<file path="config.mk">
export PLATFORM = sky130hd
export DESIGN_NAME = acq_seq_ctrl
export DESIGN_NICKNAME = d
export VERILOG_FILES = /design/src/rtl/acq_seq_pkg.sv /design/src/rtl/acq_flush_timer.sv /design/src/rtl/acq_run_flags.sv /design/src/rtl/acq_seq_ctrl.sv
export SDC_FILE = /design/constraint.sdc
export NUM_CORES = 1
export LEC_CHECK = 0
export BUFFER_PORTS_ARGS = -buffer_cell sky130_fd_sc_hd__buf_2
export CORE_MARGIN = 2
export CORE_UTILIZATION = 50
export DETAILED_ROUTE_END_ITERATION = 8
export PLACE_DENSITY = 0.75
export SLEW_MARGIN = 20
export SYNTH_ARGS = -nofsm -noshare
export SYNTH_HDL_FRONTEND = slang
export SYNTH_SLANG_ARGS = --single-unit
</file>
<file path="constraint.sdc">
create_clock -name clk -period 4.8 [get_ports clk]
set_clock_uncertainty 0.05 [all_clocks]
set_input_delay 0.72 -clock clk [delete_from_list [all_inputs] [get_ports clk]]
set_output_delay 0.72 -clock clk [all_outputs]
set_load 0.005 [all_outputs]
</file>
<file path="src/rtl/acq_seq_pkg.sv">
package acq_seq_pkg;

    typedef enum logic [2:0] {
        ST_IDLE    = 3'd0,
        ST_START   = 3'd1,
        ST_ACQ     = 3'd2,
        ST_TRIG    = 3'd3,
        ST_MFULL   = 3'd4,
        ST_READOUT = 3'd5,
        ST_FLUSH   = 3'd6
    } acq_state_t;

    typedef enum logic {
        MODE_COLLIDER  = 1'b0,
        MODE_TRIGGERED = 1'b1
    } acq_mode_t;

endpackage

</file>
<file path="src/rtl/acq_flush_timer.sv">
module acq_flush_timer #(
    parameter int FLUSH_LEN = 16
) (
    input  logic clk,
    input  logic rst,
    input  logic active,
    output logic done
);
    localparam int CW = (FLUSH_LEN > 2) ? $clog2(FLUSH_LEN) : 1;

    logic [CW-1:0] cnt;

    always_ff @(posedge clk) begin
        if (rst || !active) begin
            cnt <= '0;
        end else begin
            cnt <= cnt + 1'b1;
        end
    end

    // last cycle of the window
    assign done = active && (cnt == CW'(FLUSH_LEN - 1));

endmodule

</file>
<file path="src/rtl/acq_run_flags.sv">
module acq_run_flags
    import acq_seq_pkg::*;
(
    input  logic      clk,
    input  logic      rst,
    input  logic      in_idle,
    input  logic      start_loop,
    input  logic      start_once,
    input  logic      stop,
    input  logic      pause,
    input  logic      resume,
    input  logic      mode_in,
    output logic      loop_q,
    output logic      pause_q,
    output acq_mode_t mode_q
);
    logic start_ok;

    assign start_ok = in_idle && (start_loop || start_once) && !stop;

    always_ff @(posedge clk) begin
        if (rst) begin
            loop_q  <= 1'b0;
            pause_q <= 1'b0;
            mode_q  <= MODE_COLLIDER;
        end else begin
            if (stop) begin
                loop_q <= 1'b0;
            end else if (start_ok) begin
                loop_q <= start_loop;
            end

            if (pause) begin
                pause_q <= 1'b1;
            end else if (resume) begin
                pause_q <= 1'b0;
            end

            if (start_ok) begin
                mode_q <= acq_mode_t'(mode_in);
            end
        end
    end

endmodule

</file>
<file path="src/rtl/acq_seq_ctrl.sv">
module acq_seq_ctrl
    import acq_seq_pkg::*;
#(
    parameter int FLUSH_LEN = 16
) (
    input  logic clk,
    input  logic rst,
    input  logic mode_trig,
    input  logic pp_en,
    input  logic beam_on,
    input  logic cmd_start_loop,
    input  logic cmd_start_once,
    input  logic cmd_stop,
    input  logic cmd_pause,
    input  logic cmd_resume,
    input  logic trig_pulse,
    input  logic mem_full,
    input  logic ro_done,
    output logic fe_start,
    output logic fe_memfull,
    output logic fe_readout,
    output logic fe_flush,
    output logic busy,
    output logic acquiring
);
    acq_state_t state, next;
    acq_mode_t  mode_q;
    logic       loop_q, pause_q;
    logic       flush_done;
    logic       gate_ok;
    logic       freeze;
    acq_state_t end_of_cycle;

    acq_run_flags u_flags (
        .clk        (clk),
        .rst        (rst),
        .in_idle    (state == ST_IDLE),
        .start_loop (cmd_start_loop),
        .start_once (cmd_start_once),
        .stop       (cmd_stop),
        .pause      (cmd_pause),
        .resume     (cmd_resume),
        .mode_in    (mode_trig),
        .loop_q     (loop_q),
        .pause_q    (pause_q),
        .mode_q     (mode_q)
    );

    acq_flush_timer #(.FLUSH_LEN(FLUSH_LEN)) u_flush (
        .clk    (clk),
        .rst    (rst),
        .active (state == ST_FLUSH),
        .done   (flush_done)
    );

    assign gate_ok      = !pp_en || beam_on;
    assign freeze       = (state != ST_IDLE) && (mode_q == MODE_COLLIDER) && pause_q;
    assign end_of_cycle = loop_q ? ST_START : ST_IDLE;

    // next-state logic
    always_comb begin
        next = state;
        if (cmd_stop) begin
            next = ST_IDLE;
        end else if (!freeze) begin
            unique case (state)
                ST_IDLE: begin
                    if (cmd_start_loop || cmd_start_once) next = ST_START;
                end
                ST_START: begin
                    if (gate_ok) next = ST_ACQ;
                end
                ST_ACQ: begin
                    if (gate_ok) begin
                        if (mode_q == MODE_TRIGGERED) begin
                            if (trig_pulse) next = ST_TRIG;
                        end else begin
                            if (mem_full) next = ST_MFULL;
                        end
                    end
                end
                ST_TRIG:  next = ST_MFULL;
                ST_MFULL: next = ST_READOUT;
                ST_READOUT: begin
                    if (ro_done) begin
                        next = (mode_q == MODE_TRIGGERED) ? ST_FLUSH : end_of_cycle;
                    end
                end
                ST_FLUSH: begin
                    if (flush_done) next = end_of_cycle;
                end
                default: next = ST_IDLE;
            endcase
        end
    end

    // state register
    always_ff @(posedge clk) begin
        if (rst) state <= ST_IDLE;
        else     state <= next;
    end

    // outputs: strobes fire in the first cycle of the entered state
    always_ff @(posedge clk) begin
        if (rst) begin
            fe_start   <= 1'b0;
            fe_memfull <= 1'b0;
            fe_readout <= 1'b0;
            fe_flush   <= 1'b0;
        end else begin
            fe_start   <= (state == ST_START)   && (next == ST_ACQ);
            fe_memfull <= (state != ST_MFULL)   && (next == ST_MFULL);
            fe_readout <= (state != ST_READOUT) && (next == ST_READOUT);
            fe_flush   <= (state != ST_FLUSH)   && (next == ST_FLUSH);
        end
    end

    assign busy      = (state != ST_IDLE);
    assign acquiring = (state == ST_ACQ) && gate_ok && !freeze;

endmodule

</file>
Yosys cells after proc, flatten, opt, wreduce, memory -nomap -nowiden. Index checks and enable logic that the tools add are counted.

Add/sub/neg operators: 1. Equality and inequality tests: 14. Multiplexer cells: 15. Bitwise gates (word level): 1. Reduce and logical (&&, ||, !) cells: 22.

Operators by type and width (count): 3-bit 2-to-1 mux (11); 3-bit one-hot mux with 7 select lines (1); 3-bit == test, second input constant (6); 1-bit logical AND (11); 3-bit by 2-bit == test with 1-bit output, second input constant (3); 3-bit inequality test, second input constant (3); 4-bit by 1-bit adder with 4-bit output, second input constant (1); 4-bit == test, second input constant (1); 1-bit logical NOT (4); 3-bit by 1-bit == test with 1-bit output, second input constant (1); 3-bit logical NOT (1); 1-bit logical OR (3); 1-bit 2-to-1 mux (3); 3-bit nonzero test (1); 2-bit nonzero test (1); 2-bit OR reduction (1); 1-bit NOT (1).

Flip-flop bits (word level): 14. Input bits: 13. Output and inout bits: 6. Logic and storage cells: 62.

Logic depth before layout (Yosys ltp). Gate-level depths: netlist of the first run.

Depth in word-level cells: 8. Mapped depth: 6. Depth with buffers taken out: 6.

Modules after synthesis. Synthesis of the first run repeated with hierarchy kept, for this count alone.

Cell total of the unflattened synthesis: 99. Area, all modules: 810.8 µm².

Modules (own cells, without submodules): acq_seq_ctrl (instances 1, cells each 69, area each 528.0 µm²); acq_flush_timer (instances 1, cells each 16, area each 165.2 µm²); acq_run_flags (instances 1, cells each 14, area each 117.6 µm²).

Worst setup path before layout of the first run. No wires, ideal clock.

Path kind: input port to output port. From: in pp_en. To: out acquiring. Arrival time: 1.173 ns. Required time: 4.030 ns. Setup slack: 2.857 ns. Cell stages on the path: 3. Cells stage by stage: or2b_2 -> nand3_1 -> nor2_1.

Longest elaborated chain between the ends: 4.

Ends and longest elaborated chain: start, declared (line acq_seq_ctrl.sv:9) `input logic pp_en,`; 1-bit logical NOT (line acq_seq_ctrl.sv:56) `assign gate_ok = !pp_en || beam_on;`; 1-bit logical OR (line acq_seq_ctrl.sv:56); 1-bit logical AND (2 in series) (line acq_seq_ctrl.sv:119) `assign acquiring = (state == ST_ACQ) && gate_ok && !freeze;`; end, declared (line acq_seq_ctrl.sv:24) `output logic acquiring`.

No other way between the ends.

Final worst setup path of the first run.
From: in beam_on. To: out acquiring.

Longest elaborated chain between the ends: 3.

Ends and longest elaborated chain: start, declared (line acq_seq_ctrl.sv:10) `input logic beam_on,`; 1-bit logical OR (line acq_seq_ctrl.sv:56); 1-bit logical AND (2 in series) (line acq_seq_ctrl.sv:119).

No other way between the ends.

==> reports/qor.txt, run 1 <==
startpoint type of the worst setup path - primary input
vias after detailed routing - 763
overall power of the completed layout - 0.000245 W
hold bufs inserted after CTS - 0
Final Critical Period - 2.20 ns
Least-Margin Pin Slew - 0.506 ns
max-cap violation count - 0
Max-Slew Margin vs Limit - 0.658
total placed cells including tap cells - 125
count of flip-flops with a built-in enable after synthesis - 0
classification of the worst setup path - primary input to primary output
first-pass GRT wire length - 3.02 mm
most used standard cell by instance count after synthesis - sky130_fd_sc_hd__nor2_1
remaining antenna violation count after routing - 0
antenna cells - 0
DIE WIDTH - 43.5 um
top-area cell type share of the netlist area - 0.359
share of cells above drive strength 1 - 0.283
number of gates resized after cts - 0
initial core utilization - 0.524
register bit count reported by yosys - 14
most common flop cell mapped by yosys - sky130_fd_sc_hd__dfxtp_1
depth of the worst register-to-register path - 5
detailed-routing iteration count for the pre-antenna-repair pass - 4
number of instances on the worst hold path - 1
total setup violations reported at the end of the flow - 0
Synthesized Nets - 108
global placer's final weighted congestion - 0.866
maximum root-to-sink buffer count - 2
final-report max-slew violation count - 0
Area Overhead vs Synth - 14.9%
Residual DRC - 0
crit path max-delay cell type - sky130_fd_sc_hd__or2b_2
internal reg-to-reg setup slack - 2.94 ns
post-synthesis instance area - 781 um^2
CP Capture Type - primary output
die outline height - 43.5 um
RR Endpoint - fe_start$_SDFF_PP0_
dpl hpwl - 1.26 mm
CTS H-Tree Depth - 1
cell-by-cell listing of the critical path - buf_2 > or2b_2 > nand3_1 > nor2_1 > buf_2
data arrival at the endpoint of the critical path - 1.43 ns
floorplan core area - 1490 um^2
RSZ-0062 raised after global routing - no
number of cells in the finished layout apart from fillers - 129
Fin Hold WS - 0.421 ns
Unique masters post-synth - 37
top-level port count - 19
largest net degree at the start of global routing - 17
top fanout value on the critical path - 4
clock sink count - 14
final routed wirelength across all metal layers - 1.69 mm
final worst-path cycle share - 0.459
startpoint of the most critical register-to-register path - state[2]$_SDFF_PP0_
Setup Buffers After CTS - 0
clock transition at the register clock pins on the worst setup and hold paths after CTS - 0.08 ns
startpoint of the most critical hold path - u_flush.cnt[0]$_SDFF_PP0_
largest cells by area after synthesis - sky130_fd_sc_hd__dfxtp_1, sky130_fd_sc_hd__nor2_1, sky130_fd_sc_hd__or2b_2, sky130_fd_sc_hd__nand3_1, sky130_fd_sc_hd__nor3_1
number of buffers created by CTS - 3
final total negative setup slack - 0 ns
worst min-delay path category - register to register
total die area - 1890 um^2
clock insertion delay at the later pin of the skew report - 0.28 ns
leading cell types by count after synthesis - sky130_fd_sc_hd__nor2_1, sky130_fd_sc_hd__dfxtp_1, sky130_fd_sc_hd__nand2_1
clock tree from TritonCTS - done
cell leakage power - 0.392 nW
initial antenna violation count - 0
PnR worst setup slack - 2.60 ns
Top cell by count, worst path - sky130_fd_sc_hd__buf_2
worst setup slack before clock tree synthesis - 2.61 ns
WL per Instance - 13.1 um
worst vdd rail ir drop - 0.156 mV
num rows - 14
layout net count - 128
DR vias/cell - 5.91
root buffer selected by CTS - sky130_fd_sc_hd__clkbuf_4
gate count of the mapped netlist - 94
peak clock frequency supported by timing - 454 MHz
status - finished clean
Yosys warnings - 0
final hold viol count - 0
Endpoint, Worst Hold - u_flush.cnt[0]$_SDFF_PP0_
register area share after synthesis - 0.359
Congestion Overflow GR - 0
PD cells - 273 nW/um^2
largest stage delay on the critical path - 0.32 ns
Avg Inst Size Synth - 8.31 um^2
dominant cell type by area after synthesis - sky130_fd_sc_hd__dfxtp_1
worst path required time - 4.03 ns
via count of the first global-routing pass - 704
global-route usage over all layers - 0.210
Iteration-0 DRC Markers - 45
number of buffer cells added on primary ports - 18
fraction of registers with async set/reset - 0
[sequential cells by signal, summed over array words and instances, names as in the netlist]
name             flops
state                3
fe_memfull           1
u_flags.mode_q       1
fe_readout           1
u_flags.loop_q       1
fe_flush             1
u_flags.pause_q      1
fe_start             1
u_flush.cnt          4
[worst max path at each step]
stage	slack, ns	startpoint	cells past startpoint	to
5_1_grt	2.53	state[2]$_SDFF_PP0_	3	busy
2_1_floorplan	2.86	pp_en	3	acquiring
4_1_cts	2.60	beam_on	5	acquiring
3_3_place_gp	2.60	beam_on	5	acquiring
6_report	2.60	beam_on	5	acquiring
3_5_place_dp	2.61	beam_on	5	acquiring
[placed cells by master, fill, tap and decap left out, types with 3 or more instances in the layout]
master,Yosys,final
sky130_fd_sc_hd__buf_2,0,18
sky130_fd_sc_hd__clkbuf_4,0,3
sky130_fd_sc_hd__dfxtp_1,14,14
sky130_fd_sc_hd__inv_1,5,5
sky130_fd_sc_hd__nand2_1,6,6
sky130_fd_sc_hd__nand3_1,5,5
sky130_fd_sc_hd__nor2_1,17,17
sky130_fd_sc_hd__nor2b_1,3,3
sky130_fd_sc_hd__nor3_1,5,5
sky130_fd_sc_hd__or2b_2,5,5
[cells by family (layout without fill, tap and decap cells)]
family,Yosys count,count (layout),share of synthesized area
fa+ha+maj,1,1,0.0160
mux,1,1,0.0128
flops,14,14,0.359
simple gates,54,54,0.386
compound gates,14,14,0.141
xor+xnor,2,2,0.0224
buf+inv,8,27,0.0625
[cell type report]
| type | count | area, um^2 |
|---|---|---|
| flip-flops and latches | 14 | 280 |
| repair buffers | 18 | 90.1 |
| inverters | 5 | 18.8 |
| clock buffers | 4 | 36.3 |
| fillers | 149 | 592 |
| well taps | 16 | 20.0 |
| multi-input cells | 72 | 452 |
[where the power goes]
part | internal (W) | leakage [nW] | switching [W]
sequential | 0.000119 | 0.114 | 0.00000616
clock | 0.0000462 | 0.0210 | 0.0000390
combinational | 0.0000170 | 0.258 | 0.0000176
[stage by stage]
stage          utilization  instance area [um^2]
2_1_floorplan            -                   781
3_3_place_gp         0.578                   861
3_5_place_dp         0.578                   861
4_1_cts              0.603                   897
5_1_grt              0.603                   897
6_report             0.603                   897
[worst max-delay path, delay by kind of cell]
| family | cells | cell delay, ns |
|---|---|---|
| and+or+nand+nor | 3 | 0.48 |
| buffers and inverters | 2 | 0.22 |
[routing by layer]
layer,vias up,share of wire,global-route usage
met4,0,0.010,0.0727
met3,4,0.060,0.0417
met2,37,0.47,0.343
li1,373,-,-
met1,349,0.46,0.276
met5,-,0,0
(Power assumes the default switching activity.)
==> run 2: changes to the inputs <==
- CORE_UTILIZATION: 50 -> 46
- PLACE_DENSITY: 0.75 -> 0.73
- clock period: 4.8 -> 1.84 ns (I/O delays scaled with it)
==> run 2 against run 1 <==
Net effect: die area increased by 7.9%; hold slack lost 0.26 ns; final area increased by 6.7%; global-route usage shrank 0.57 points; via count up 2.4%; routed wire length is 3.4% higher; combinational power grew to 3.1 times the previous value.
==> reports/qor.txt, run 2 (same netlist as run 1, synthesis figures left out) <==
Final Critical Period - 1.70 ns
status - finished clean
remaining antenna violation count after routing - 0
Area Overhead vs Synth - 22.6%
cell class contributing the biggest share of worst-path delay - simple AND/OR/NAND/NOR gates
global placer's final weighted congestion - 0.980
maximum root-to-sink buffer count - 2
clock transition at the register clock pins on the worst setup and hold paths after CTS - 0.10 ns
CTS H-Tree Depth - 1
initial antenna violation count - 0
global-route usage over all layers - 0.204
total setup violations reported at the end of the flow - 0
CP Capture Type - register
via count of the first global-routing pass - 706
number of buffers created by CTS - 3
worst min-delay path category - primary input to register
Setup Buffers After CTS - 0
Buf+Inv Stages, Crit Path - 1
dpl hpwl - 1.37 mm
Residual DRC - 0
Least-Margin Pin Slew - 0.331 ns
final hold viol count - 0
register with the highest flop count - u_flush.cnt
max-cap violation count - 0
vias after detailed routing - 781
data arrival at the endpoint of the critical path - 1.84 ns
clock sink count - 14
RSZ-0062 raised after global routing - no
largest net degree at the start of global routing - 14
final total negative setup slack - 0 ns
classification of the worst setup path - register to register
Fin Hold WS - 0.156 ns
number of buffer cells added on primary ports - 18
Max-Slew Margin vs Limit - 0.777
WL per Instance - 12.9 um
largest stage delay on the critical path - 0.50 ns
clock tree from TritonCTS - done
cell leakage power - 0.430 nW
PD cells - 684 nW/um^2
top fanout value on the critical path - 10
root buffer selected by CTS - sky130_fd_sc_hd__clkbuf_4
total die area - 2040 um^2
num rows - 14
Iteration-0 DRC Markers - 13
worst path required time - 1.99 ns
layout net count - 135
hold bufs inserted after CTS - 0
clock insertion delay at the later pin of the skew report - 0.28 ns
crit path max-delay cell type - sky130_fd_sc_hd__dfxtp_1
worst vdd rail ir drop - 0.457 mV
cell-by-cell listing of the critical path - or2b_2 > o2111ai_1 > and3_1 > o41ai_1 > buf_4 > nor4_1
initial core utilization - 0.506
max FFs per register - 4
top library cells by usage in the layout, fill and taps aside - sky130_fd_sc_hd__buf_2, sky130_fd_sc_hd__nor2_1, sky130_fd_sc_hd__dfxtp_1
peak clock frequency supported by timing - 589 MHz
detailed-routing iteration count for the pre-antenna-repair pass - 4
final-report max-slew violation count - 0
DIE WIDTH - 45.2 um
startpoint type of the worst setup path - register
first-pass GRT wire length - 2.92 mm
die outline height - 45.2 um
final worst-path cycle share - 0.923
antenna cells - 0
Congestion Overflow GR - 0
DR vias/cell - 5.74
share of cells above drive strength 1 - 0.350
registers with the highest flip-flop counts - u_flush.cnt (4), state (3)
top-level port count - 19
floorplan core area - 1540 um^2
most frequent standard cell in the layout excluding fill and tap cells - sky130_fd_sc_hd__buf_2
final routed wirelength across all metal layers - 1.75 mm
-- run 2: cell types whose count changed in the layout (fill, tap and decap cells not counted) --
cell / before / now
sky130_fd_sc_hd__dfxtp_2: 0 / 2
sky130_fd_sc_hd__nor3_2: 0 / 1
sky130_fd_sc_hd__dfxtp_1: 14 / 12
sky130_fd_sc_hd__buf_4: 0 / 7
sky130_fd_sc_hd__nor3_1: 5 / 4
-- run 2: worst paths after layout --
path,from,end,slack (ns),cells past startpoint
hold / removal,cmd_stop,u_flags.loop_q$_SDFFE_PP0P_,0.16,2
setup / recovery,state[2]$_SDFF_PP0_,fe_readout$_SDFF_PP0_,0.14,6
setup reg to reg,state[2]$_SDFF_PP0_,fe_readout$_SDFF_PP0_,0.14,6
hold reg to reg,u_flush.cnt[0]$_SDFF_PP0_,u_flush.cnt[0]$_SDFF_PP0_,0.40,1
-- run 2: stage by stage --
stage / total power (W) / std cells / setup WS (ns) / utilization / cell area, um^2
floorplan: 0.000394 / 94 / 0.286 / - / 781
global placement: 0.000434 / 132 / 0.114 / 0.593 / 913
detailed placement: 0.000436 / 132 / 0.0858 / 0.593 / 913
CTS: 0.000657 / 136 / 0.0460 / 0.616 / 950
global route: 0.000686 / 136 / 0.00833 / 0.621 / 957
finish: 0.000654 / 136 / 0.142 / 0.621 / 957
-- run 2: per-layer routing --
| metal | up-vias | track usage | wire, um |
|---|---|---|---|
| met5 | - | 0 | 0 |
| met2 | 35 | 0.266 | 718 |
| li1 | 387 | - | - |
| met1 | 353 | 0.281 | 839 |
| met3 | 6 | 0.0560 | 148 |
| met4 | 0 | 0.153 | 42 |
-- run 2: timing repair --
| action | CTS | global route |
|---|---|---|
| endpoints found under the hold margin | 0 | 0 |
| endpoints found under the setup margin | 0 | 5 |
| gates resized for setup | 0 | 3 |
-- run 2: power breakdown --
| part | leakage, nW | switching (W) | internal (W) |
|---|---|---|---|
| combinational | 0.294 | 0.0000508 | 0.0000549 |
| clock | 0.0210 | 0.000102 | 0.000120 |
| sequential | 0.114 | 0.0000139 | 0.000312 |
-- run 2: layout make-up --
type	count	area (um^2)
fillers	138	584
well taps	16	20.0
multi-input cells	72	457
repair buffers	25	143
clock buffers	4	36.3
flip-flops and latches	14	283
inverters	5	18.8
==> run 3: changes to the inputs <==
- CELL_PAD_IN_SITES_DETAIL_PLACEMENT: default -> 0
- CELL_PAD_IN_SITES_GLOBAL_PLACEMENT: default -> 1
- CORE_ASPECT_RATIO: default -> 0.7
- CORE_UTILIZATION: 46 -> 34
- PLACE_DENSITY: 0.73 -> default
- PLACE_DENSITY_LB_ADDON: default -> 0.1
- SYNTH_HIERARCHICAL: default -> 1
==> run 3 against run 2 <==
Net effect: the run now ends with setup timing left; count of clock-buffer cells in the layout did not move; register-to-register slack got worse by 0.27 ns; routed wire length rose by 22%; sequential cell count did not move; total power rose by 1.6%; sequential share of layout area fell by 3.9 points; global-route usage fell by 3.6 points; final area rose by 15%; non-clock buffer count rose by 5; critical path type unchanged; critical endpoint is now fe_flush$_SDFF_PP0_; hold slack got worse by 0.0040 ns; largest cell class unchanged; via count rose by 8.1%; highest routed layer unchanged.
==> reports/qor.txt, run 3 <==
leading cell types by count after synthesis - sky130_fd_sc_hd__dfxtp_1, sky130_fd_sc_hd__nor2_1, sky130_fd_sc_hd__inv_1, sky130_fd_sc_hd__nand2_1
PD cells - 602 nW/um^2
Area Overhead vs Synth - 36.1%
largest stage delay on the critical path - 0.33 ns
largest cells by area after synthesis - sky130_fd_sc_hd__dfxtp_1, sky130_fd_sc_hd__nor2_1, sky130_fd_sc_hd__and4bb_1, sky130_fd_sc_hd__nand2b_1, sky130_fd_sc_hd__nor2b_1
startpoint of the most critical hold path - cmd_pause
hold bufs inserted after CTS - 0
remaining antenna violation count after routing - 0
final-report max-slew violation count - 0
combinational fraction of design power - 0.200
clock sink count - 14
cell internal power dissipation - 0.000495 W
final hold viol count - 0
Residual DRC - 0
Yosys warnings - 6
cell-by-cell listing of the critical path - and2b_2 > and2_4 > and4_4 > nand2_2 > a2bb2oi_2 > o221a_1 > a211o_1 > and4bb_1
dominant cell type by area after synthesis - sky130_fd_sc_hd__dfxtp_1
most used standard cell by instance count after synthesis - sky130_fd_sc_hd__dfxtp_1
Congestion Overflow GR - 0
Least-Margin Pin Slew - 0.381 ns
layout net count - 145
failing checks - setup timing
clock transition at the register clock pins on the worst setup and hold paths after CTS - 0.08 ns
PnR worst setup slack - -0.125 ns
fillers - 236
Unique masters post-synth - 41
worst min-delay path category - primary input to register
registers with the highest flip-flop counts - u_flush/cnt (4), state (3)
status - complete, but fails checks
die outline height - 44.9 um
switching component of the power - 0.000170 W
number of buffer cells added on primary ports - 18
max-cap violation count - 0
register area share after synthesis - 0.346
CP Capture Type - register
max FFs per register - 4
global placer's final weighted congestion - 0.792
most frequent standard cell in the layout excluding fill and tap cells - sky130_fd_sc_hd__buf_2
Synthesized Nets - 113
classification of the worst setup path - register to register
data arrival at the endpoint of the critical path - 2.09 ns
worst vdd rail ir drop - 0.393 mV
final worst-path cycle share - 1.07
area of combinational cells with multiple inputs - 534 um^2
final routed wirelength across all metal layers - 2.14 mm
sequential share of power - 0.472
clock insertion delay at the later pin of the skew report - 0.28 ns
crit path max-delay cell type - sky130_fd_sc_hd__dfxtp_2
cell leakage power - 0.478 nW
Fin Hold WS - 0.152 ns
cell class contributing the biggest share of worst-path delay - simple AND/OR/NAND/NOR gates
CTS H-Tree Depth - 1
num rows - 14
fraction of registers with async set/reset - 0
via count of the first global-routing pass - 797
peak clock frequency supported by timing - 509 MHz
number of buffers created by CTS - 3
Switching Fraction - 0.255
maximum root-to-sink buffer count - 2
most common flop cell mapped by yosys - sky130_fd_sc_hd__dfxtp_1
relative contribution of the clock network to total power - 0.328
dpl hpwl - 1.61 mm
Buf+Inv Stages, Crit Path - 0
DR vias/cell - 5.21
WL per Instance - 13.2 um
Crit path depth - 8
RSZ-0062 raised after global routing - yes
total setup violations reported at the end of the flow - 5
share of cells above drive strength 1 - 0.354
startpoint type of the worst setup path - register
global-route usage over all layers - 0.168
depth of the worst register-to-register path - 8
Final Critical Period - 1.96 ns
top-area cell type share of the netlist area - 0.346
top-level port count - 19
initial core utilization - 0.367
total die area - 2800 um^2
top library cells by usage in the layout, fill and taps aside - sky130_fd_sc_hd__buf_2, sky130_fd_sc_hd__dfxtp_1, sky130_fd_sc_hd__buf_4
largest net degree at the start of global routing - 15
worst setup path startpoint - state[0]$_SDFF_PP0_
initial antenna violation count - 0
floorplan core area - 2210 um^2
vias after detailed routing - 844
count of flip-flops with a built-in enable after synthesis - 0
worst path required time - 1.96 ns
root buffer selected by CTS - sky130_fd_sc_hd__clkbuf_4
antenna cells - 0
post-synthesis instance area - 811 um^2
Reg area - 283 um^2
clock tree from TritonCTS - done
Max-Slew Margin vs Limit - 0.745
gate count of the mapped netlist - 99
number of instances on the worst hold path - 3
first-pass GRT wire length - 3.59 mm
Iteration-0 DRC Markers - 29
startpoint of the most critical register-to-register path - state[0]$_SDFF_PP0_
DIE WIDTH - 62.4 um
Avg Inst Size Synth - 8.19 um^2
top fanout value on the critical path - 3
final total negative setup slack - -0.365 ns
register with the highest flop count - u_flush/cnt
register bit count reported by yosys - 14
detailed-routing iteration count for the pre-antenna-repair pass - 4
-- run 3: changes by cell type after synthesis, sizes merged, moves of 3 or more --
cell / delta
nor2: -6
nand2b: +5
or2b: -4
and4bb: +3
inv: +3
nand3: -3
o21ai: +3
-- run 3: metrics by stage --
step                instances  setup slack (ns)  instance area [um^2]  total power [W]  utilization
floorplan                  99            -0.102                   821         0.000384            -
global placement          155           -0.0276                   998         0.000431        0.452
detailed placement        155           -0.0940                   998         0.000431        0.452
CTS                       161            -0.120                  1060         0.000656        0.480
global route              162            -0.193                  1100         0.000704        0.500
finish                    162            -0.125                  1100         0.000665        0.500
-- run 3: power groups by stage --
stage,logic (W),registers [W],clock network (W)
final,0.000133,0.000313,0.000218
after global routing,0.000147,0.000314,0.000243
after CTS,0.000120,0.000313,0.000223
after detailed placement,0.000111,0.000320,0
after global placement,0.000111,0.000320,0
after floorplan,0.0000635,0.000321,0
-- run 3: timing repair --
action,4_1_cts,5_1_grt
resized for setup,2,8
pin swaps,2,4
setup buffers,2,1
endpoints found under the setup margin,3,5
-- run 3: layer usage --
metal,vias to the layer above,part of all wire,GRT usage
met5,-,0,0
met4,0,0.0061,0.0400
met3,2,0.045,0.0449
met2,29,0.44,0.280
met1,395,0.51,0.224
li1,418,-,-
-- run 3: worst paths after layout --
check                                 end  slack, ns
min          u_flags/pause_q$_SDFFE_PP0P_       0.15
min reg2reg     u_flush/cnt[3]$_SDFF_PP0_       0.47
max                   fe_flush$_SDFF_PP0_      -0.12
max reg2reg           fe_flush$_SDFF_PP0_      -0.12
-- run 3: layout make-up --
type                       count  share of cell area
tap                           32              0.0363
timing repair buffer          30               0.163
sequential                    14               0.256
inverter                       8              0.0272
multi-input combinational     74               0.484
clock buffer                   4              0.0329
-- run 3: cell families (layout without fill, tap and decap cells) --
| family | count (synthesis) | after routing | share of synthesized area |
|---|---|---|---|
| and+or+nand+nor | 48 | 48 | 0.355 |
| AOI/OAI and AO/OA | 23 | 23 | 0.205 |
| DFF | 14 | 14 | 0.346 |
| buffers and inverters | 11 | 42 | 0.0556 |
| adders and majority gates | 1 | 1 | 0.0154 |
| xor gates and xnor gates | 1 | 1 | 0.0108 |
| muxes | 1 | 1 | 0.0123 |
-- run 3: worst min-delay path, cell delays in order --
cell	delay, ns
sky130_fd_sc_hd__buf_2	0.07
sky130_fd_sc_hd__a21oi_1	0.03
sky130_fd_sc_hd__nor2_1	0.06
